<file path="src/rtl/sram_bl_pkg.sv">
package sram_bl_pkg;
  typedef enum logic [1:0] {
    OP_IDLE  = 2'd0,
    OP_READ  = 2'd1,
    OP_WRITE = 2'd2
  } op_e;
endpackage

</file>
<file path="src/rtl/sram_bl_decode.sv">
module sram_bl_decode
  import sram_bl_pkg::*;
(
  input  logic rst_ni,
  input  logic sel_ni,
  input  logic rd_en_ni,
  input  logic wr_en_ni,
  output op_e  op_o
);
  always_comb begin
    if (!rst_ni || sel_ni) op_o = OP_IDLE;
    else if (!wr_en_ni)    op_o = OP_WRITE;  // write strobe wins over read
    else if (!rd_en_ni)    op_o = OP_READ;
    else                   op_o = OP_IDLE;
  end
endmodule

</file>
<file path="src/rtl/sram_bl_lane.sv">
module sram_bl_lane #(
  parameter int LANE_W  = 8,
  parameter int DEPTH_W = 8
) (
  input  logic               clk_i,
  input  logic               wr_i,
  input  logic [DEPTH_W-1:0] idx_i,
  input  logic [LANE_W-1:0]  d_i,
  output logic [LANE_W-1:0]  q_o
);
  localparam int DEPTH = 1 << DEPTH_W;

  logic [LANE_W-1:0] mem_q [DEPTH];

  always_ff @(posedge clk_i) begin
    if (wr_i) mem_q[idx_i] <= d_i;
  end

  assign q_o = mem_q[idx_i];
endmodule

</file>
<file path="src/rtl/sram_bl_outgate.sv">
module sram_bl_outgate #(
  parameter int LANES  = 2,
  parameter int LANE_W = 8
) (
  input  logic                    rd_i,
  input  logic [LANES-1:0]        lane_en_ni,
  input  logic [LANES*LANE_W-1:0] q_i,
  output logic [LANES*LANE_W-1:0] data_o,
  output logic [LANES-1:0]        drive_o
);
  for (genvar g = 0; g < LANES; g++) begin : g_lane
    assign drive_o[g] = rd_i & ~lane_en_ni[g];
    assign data_o[g*LANE_W +: LANE_W] = drive_o[g] ? q_i[g*LANE_W +: LANE_W] : '0;
  end
endmodule

</file>
<file path="src/rtl/sram_byte_lane.sv">
module sram_byte_lane
  import sram_bl_pkg::*;
#(
  parameter int ADDR_W  = 18,
  parameter int LANES   = 2,
  parameter int LANE_W  = 8,
  parameter int DEPTH_W = 8
) (
  input  logic                    clk_i,
  input  logic                    rst_ni,
  input  logic [ADDR_W-1:0]       addr_i,
  input  logic [LANES*LANE_W-1:0] data_i,
  input  logic                    sel_ni,
  input  logic                    rd_en_ni,
  input  logic                    wr_en_ni,
  input  logic [LANES-1:0]        lane_en_ni,
  output logic [LANES*LANE_W-1:0] data_o,
  output logic [LANES-1:0]        lane_drive_o
);
  localparam int DATA_W = LANES * LANE_W;

  op_e               op;
  logic [DEPTH_W-1:0] idx;
  logic [DATA_W-1:0]  q;
  logic               unused_addr_hi;

  assign idx            = addr_i[DEPTH_W-1:0];
  assign unused_addr_hi = ^addr_i[ADDR_W-1:DEPTH_W];

  sram_bl_decode u_dec (
    .rst_ni   (rst_ni),
    .sel_ni   (sel_ni),
    .rd_en_ni (rd_en_ni),
    .wr_en_ni (wr_en_ni),
    .op_o     (op)
  );

  for (genvar g = 0; g < LANES; g++) begin : g_bank
    logic lane_wr;
    assign lane_wr = (op == OP_WRITE) & ~lane_en_ni[g];
    sram_bl_lane #(.LANE_W(LANE_W), .DEPTH_W(DEPTH_W)) u_lane (
      .clk_i (clk_i),
      .wr_i  (lane_wr),
      .idx_i (idx),
      .d_i   (data_i[g*LANE_W +: LANE_W]),
      .q_o   (q[g*LANE_W +: LANE_W])
    );
  end

  sram_bl_outgate #(.LANES(LANES), .LANE_W(LANE_W)) u_out (
    .rd_i       (op == OP_READ),
    .lane_en_ni (lane_en_ni),
    .q_i        (q),
    .data_o     (data_o),
    .drive_o    (lane_drive_o)
  );
endmodule

</file>
<file path="config.mk">
export PLATFORM = sky130hd
export DESIGN_NAME = sram_byte_lane
export DESIGN_NICKNAME = d
export VERILOG_FILES = /design/src/rtl/sram_bl_pkg.sv /design/src/rtl/sram_bl_decode.sv /design/src/rtl/sram_bl_lane.sv /design/src/rtl/sram_bl_outgate.sv /design/src/rtl/sram_byte_lane.sv
export SDC_FILE = /design/constraint.sdc
export NUM_CORES = 2
export LEC_CHECK = 0
export ABC_CLOCK_PERIOD_IN_PS = 2660
export BUFFER_PORTS_ARGS = -buffer_cell sky130_fd_sc_hd__buf_4
export CAP_MARGIN = 20
export CELL_PAD_IN_SITES_DETAIL_PLACEMENT = 2
export CELL_PAD_IN_SITES_GLOBAL_PLACEMENT = 2
export CORE_ASPECT_RATIO = 0.7
export CORE_MARGIN = 3
export CORE_UTILIZATION = 48
export DETAILED_ROUTE_END_ITERATION = 8
export PLACE_DENSITY_LB_ADDON = 0.1
export SLEW_MARGIN = 40
export SYNTH_ARGS = -nofsm -noshare
export SYNTH_HDL_FRONTEND = slang
export SYNTH_HIERARCHICAL = 1
export SYNTH_SLANG_ARGS = --single-unit
export TNS_END_PERCENT = 10
</file>
<file path="constraint.sdc">
create_clock -name clk_i -period 2.66 [get_ports clk_i]
set_input_delay 0.133 -clock clk_i [delete_from_list [all_inputs] [get_ports clk_i]]
set_output_delay 0.133 -clock clk_i [all_outputs]
set_load 0.03 [all_outputs]
</file>
==> out/metrics.csv, run 1 <==
stage,metric,value,unit
synthesis,synth.most_common_cell,edfxtp_1,
synthesis,syn_area,157000,um2
synthesis,synth_largest_area_cell,edfxtp_1,
synthesis,yosys-top-cells-area,"edfxtp_1, mux4_2, a22oi_1, nor2_1, a21oi_1",
synthesis,syn_avg_cell_area,22.1,um2
synthesis,synth_edf_count,4096,
synthesis,seq_area_frac_synth,78.4,%
outcome,error_message,[ERROR DPL-0033] detailed placement checks failed during check placement.,
synthesis,yosys_warnings,6,
die,die_w,689,um
synthesis,synthCells,7102,
synthesis,yosys_most_used_dff,edfxtp_1,
synthesis,synth_top_area_share,78.4,%
placed_design,gp_congestion,0.831,
placed_design,port_buffers,48,
outcome,status,did not finish,
synthesis,async_flop_share,0,%
placed_design,dpl.hpwl,358000,um
die,rows,174,
synthesis,syn_nets,7143,
outcome,outcome.stop_stage,3_5_place_dp,
die,start_util,48.5,%
die,die_h,484,um
synthesis,ys_ff_latch,4096,
synthesis,synth_common_cells,"edfxtp_1, mux4_2, a22oi_1",
synthesis,ys_types,27,
die,ios,59,
==> kinds of logic after synthesis <==
kind of cell,Yosys count,share of synthesized area [%]
compound gates,832,3.62
buf+inv,467,1.41
flops,4096,78.4
mux,1024,14.7
simple gates,683,1.87
==> per-stage QoR <==
stage          setup TNS, ns  hold WS (ns)
2_1_floorplan              0         0.232
3_3_place_gp         -115.20         0.454
==> run 2: changes to the inputs <==
CELL_PAD_IN_SITES_DETAIL_PLACEMENT = not set   (was 2)
CELL_PAD_IN_SITES_GLOBAL_PLACEMENT = not set   (was 2)
CORE_ASPECT_RATIO = not set   (was 0.7)
CORE_UTILIZATION = 33   (was 48)
PLACE_DENSITY_LB_ADDON = 0.15   (was 0.1)
==> run 2 against run 1 <==
  * The flow now finishes, with violations (setup timing)
  * Synthesized area is the same
  * Synthesized cell count is the same
==> out/metrics.csv, run 2 <==
stage,metric,value,unit
finish,layoutNonFillerInstCount,15200,
finish,fill_cells,41800,
finish,nNetsFinal,8620,
finish,final_common_cell,edfxtp_1,
finish,drive_gt1_share,36.4,%
synthesis,syn_nets,7143,
sta,rsz0062_at_grt,yes,
global_routing,grt_usage,18.1,%
finish,final_cell_mix,"edfxtp_1, buf_4, mux4_2",
cts,htree_levels,5,
synthesis,ys_ff_latch,4096,
global_routing,grt_pass1_vias,82800,
sta,max_freq,0.235,GHz
synthesis,async_flop_share,0,%
placed_design,placed_cell_area,176000,um2
sta,hold_violations,0,
finish,largest_registers,g_bank.u_lane/mem_q x4096,
routing,drt_iter0_markers,7720,
synthesis,ys_types,27,
die,rows,252,
routing,vias,79300,
cts,clock_path_buffers,4,
setup_path,cp.required,2.53,ns
pwr,p_seq_share,52.0,%
die,die-area,484000,um2
die,fp.coreArea,472000,um2
synthesis,synthCells,7102,
outcome,status,"complete, but fails checks",
pwr,total_power,136,mW
pwr,powerDensity,716,nW/um2
synthesis,synth.most_common_cell,edfxtp_1,
cts,clk_pin_slew,0.06,ns
pwr,pwr-share-comb,5.3,%
synthesis,syn_area,157000,um2
synthesis,synth_largest_area_cell,edfxtp_1,
cts,cts_tree,built,
finish,synthToLayoutAreaGrowth,21.6,%
die,start_util,33.2,%
placed_design,dpl.hpwl,288000,um
setup_path,endpoint_kind,output port,
pwr,p_switching,29.4,mW
pwr,pwr-share-clk,42.7,%
sta,slew_headroom,43.4,%
setup_path,crit_type,reg2out,
synthesis,yosys_warnings,6,
worst_hold_path,hold_class,in2reg,
synthesis,synth_common_cells,"edfxtp_1, mux4_2, a22oi_1",
routing,antenna_left,0,
finish,largest_reg_flops,4096,
synthesis,synth_edf_count,4096,
sta,tightest_slew,0.849,ns
sta,setup_violations,16,
pwr,p_int,107,mW
placed_design,port_buffers,48,
setup_path,cp_data_arrival_time,4.13,ns
synthesis,syn_avg_cell_area,22.1,um2
pwr,swShare,21.5,%
sta,period_share,160,%
finish,design_area,191000,um2
placed_design,dp_cells,14300,
global_routing,grt_start_max_net_pins,116,
finish,max_flop_register,g_bank.u_lane/mem_q,
pwr,irDropWorstVdd,0.506,mV
finish,postLayoutCoreUtil,40.4,%
global_routing,antenna_found_initial,27,
cts,cts_buffers,438,
synthesis,synth_top_area_share,78.4,%
die,die_w,696,um
cts,clock_sinks,4096,
routing,via_per_inst,5.23,
global_routing,grt_pass1_wl,632000,um
die,ios,59,
outcome,violations,setup timing,
synthesis,yosys_most_used_dff,edfxtp_1,
routing,route.detailed.drc,0,
placed_design,gp_congestion,0.794,
flow_run,max_cap_violations,0,
sta,tns,-17.30,ns
synthesis,yosys-top-cells-area,"edfxtp_1, mux4_2, a22oi_1, nor2_1, a21oi_1",
cts,clockRootBuffer,clkbuf_16,
setup_path,start_kind,flip-flop,
synthesis,seq_area_frac_synth,78.4,%
placed_design,dp_worst_setup_slack,-1.38,ns
sta,timing.final.crit_period,4.26,ns
die,die_h,696,um
sta,slew_violations,0,
sta,worst_slack,-1.60,ns
setup_path,cp_max_fo,1,
sta,hold_slack,0.102,ns
routing,wl_per_cell,29.3,um
global_routing,grt-ovfl-total,0,
routing,routed_wl,444000,um
pwr,p_leak,60.7,nW
routing,first_pass_iters,5,
run 2: cell counts after synthesis:
Identical to the previous run, type by type.
run 2: cells by family after synthesis:
kind of cell,after synthesis,synth area share [%]
AOI/OAI and AO/OA,832,3.62
buffers and inverters,467,1.41
DFF,4096,78.4
muxes,1024,14.7
and+or+nand+nor,683,1.87
run 2: worst max-delay path, cell delays in order (launching register included):
cell,delay (ns)
edfxtp_1,0.36
mux4_2,0.52
a22oi_2,0.23
a21oi_2,0.15
o41ai_4,0.59
buf_4,0.22
nand4_1,0.39
and3b_2,0.49
buf_6,0.17
run 2: power by group through the flow:
stage	combinational [mW]	sequential (mW)	clock (mW)
after CTS	7.28	71.0	59.9
after global routing	7.60	71.0	62.5
after detailed placement	7.16	72.4	0
after floorplan	3.09	72.4	0
after global placement	7.07	72.4	0
final	7.17	71.0	58.3
run 2: layout make-up:
| type | count | area, um2 | area share [%] |
|---|---|---|---|
| clock inverter | 247 | 2040 | 1.07 |
| timing repair buffer | 1502 | 13900 | 7.28 |
| tap | 6223 | 7790 | 4.08 |
| inverter | 2 | 7.51 | 0.00394 |
| sequential | 4096 | 123000 | 64.5 |
| multi-input combinational | 2539 | 32500 | 17.1 |
| clock buffer | 547 | 11500 | 6.03 |
| antenna | 4 | 10.0 | 0.00525 |
run 2: timing repair:
| item | in CTS | in global routing |
|---|---|---|
| buffers inserted | 0 | 0 |
| hold buffers | 16 | 0 |
| pin swaps | 16 | 10 |
| hold endpoints to repair | 3883 | 0 |
| gates resized for setup | 85 | 30 |
| setup endpoints to repair | 16 | 16 |
run 2: final timing paths:
check | to | cells past startpoint | slack (ns) | startpoint
worst min-delay path | g_bank[1].u_lane/mem_q[51][1]$_DFFE_PP_ | 2 | 0.10 | data_i[9]
worst max-delay path | data_o[15] | 8 | -1.60 | g_bank[1].u_lane/mem_q[51][7]$_DFFE_PP_
run 2: routing by layer:
metal | global-route usage [%] | wire [um] | share of wire (%)
met1 | 26.2 | 198000 | 45
met2 | 29.4 | 213000 | 48
met3 | 2.46 | 23400 | 5.3
met4 | 3.89 | 9620 | 2.2
met5 | 0 | 11 | 0.0025
Power figures use the tool's default switching activity.
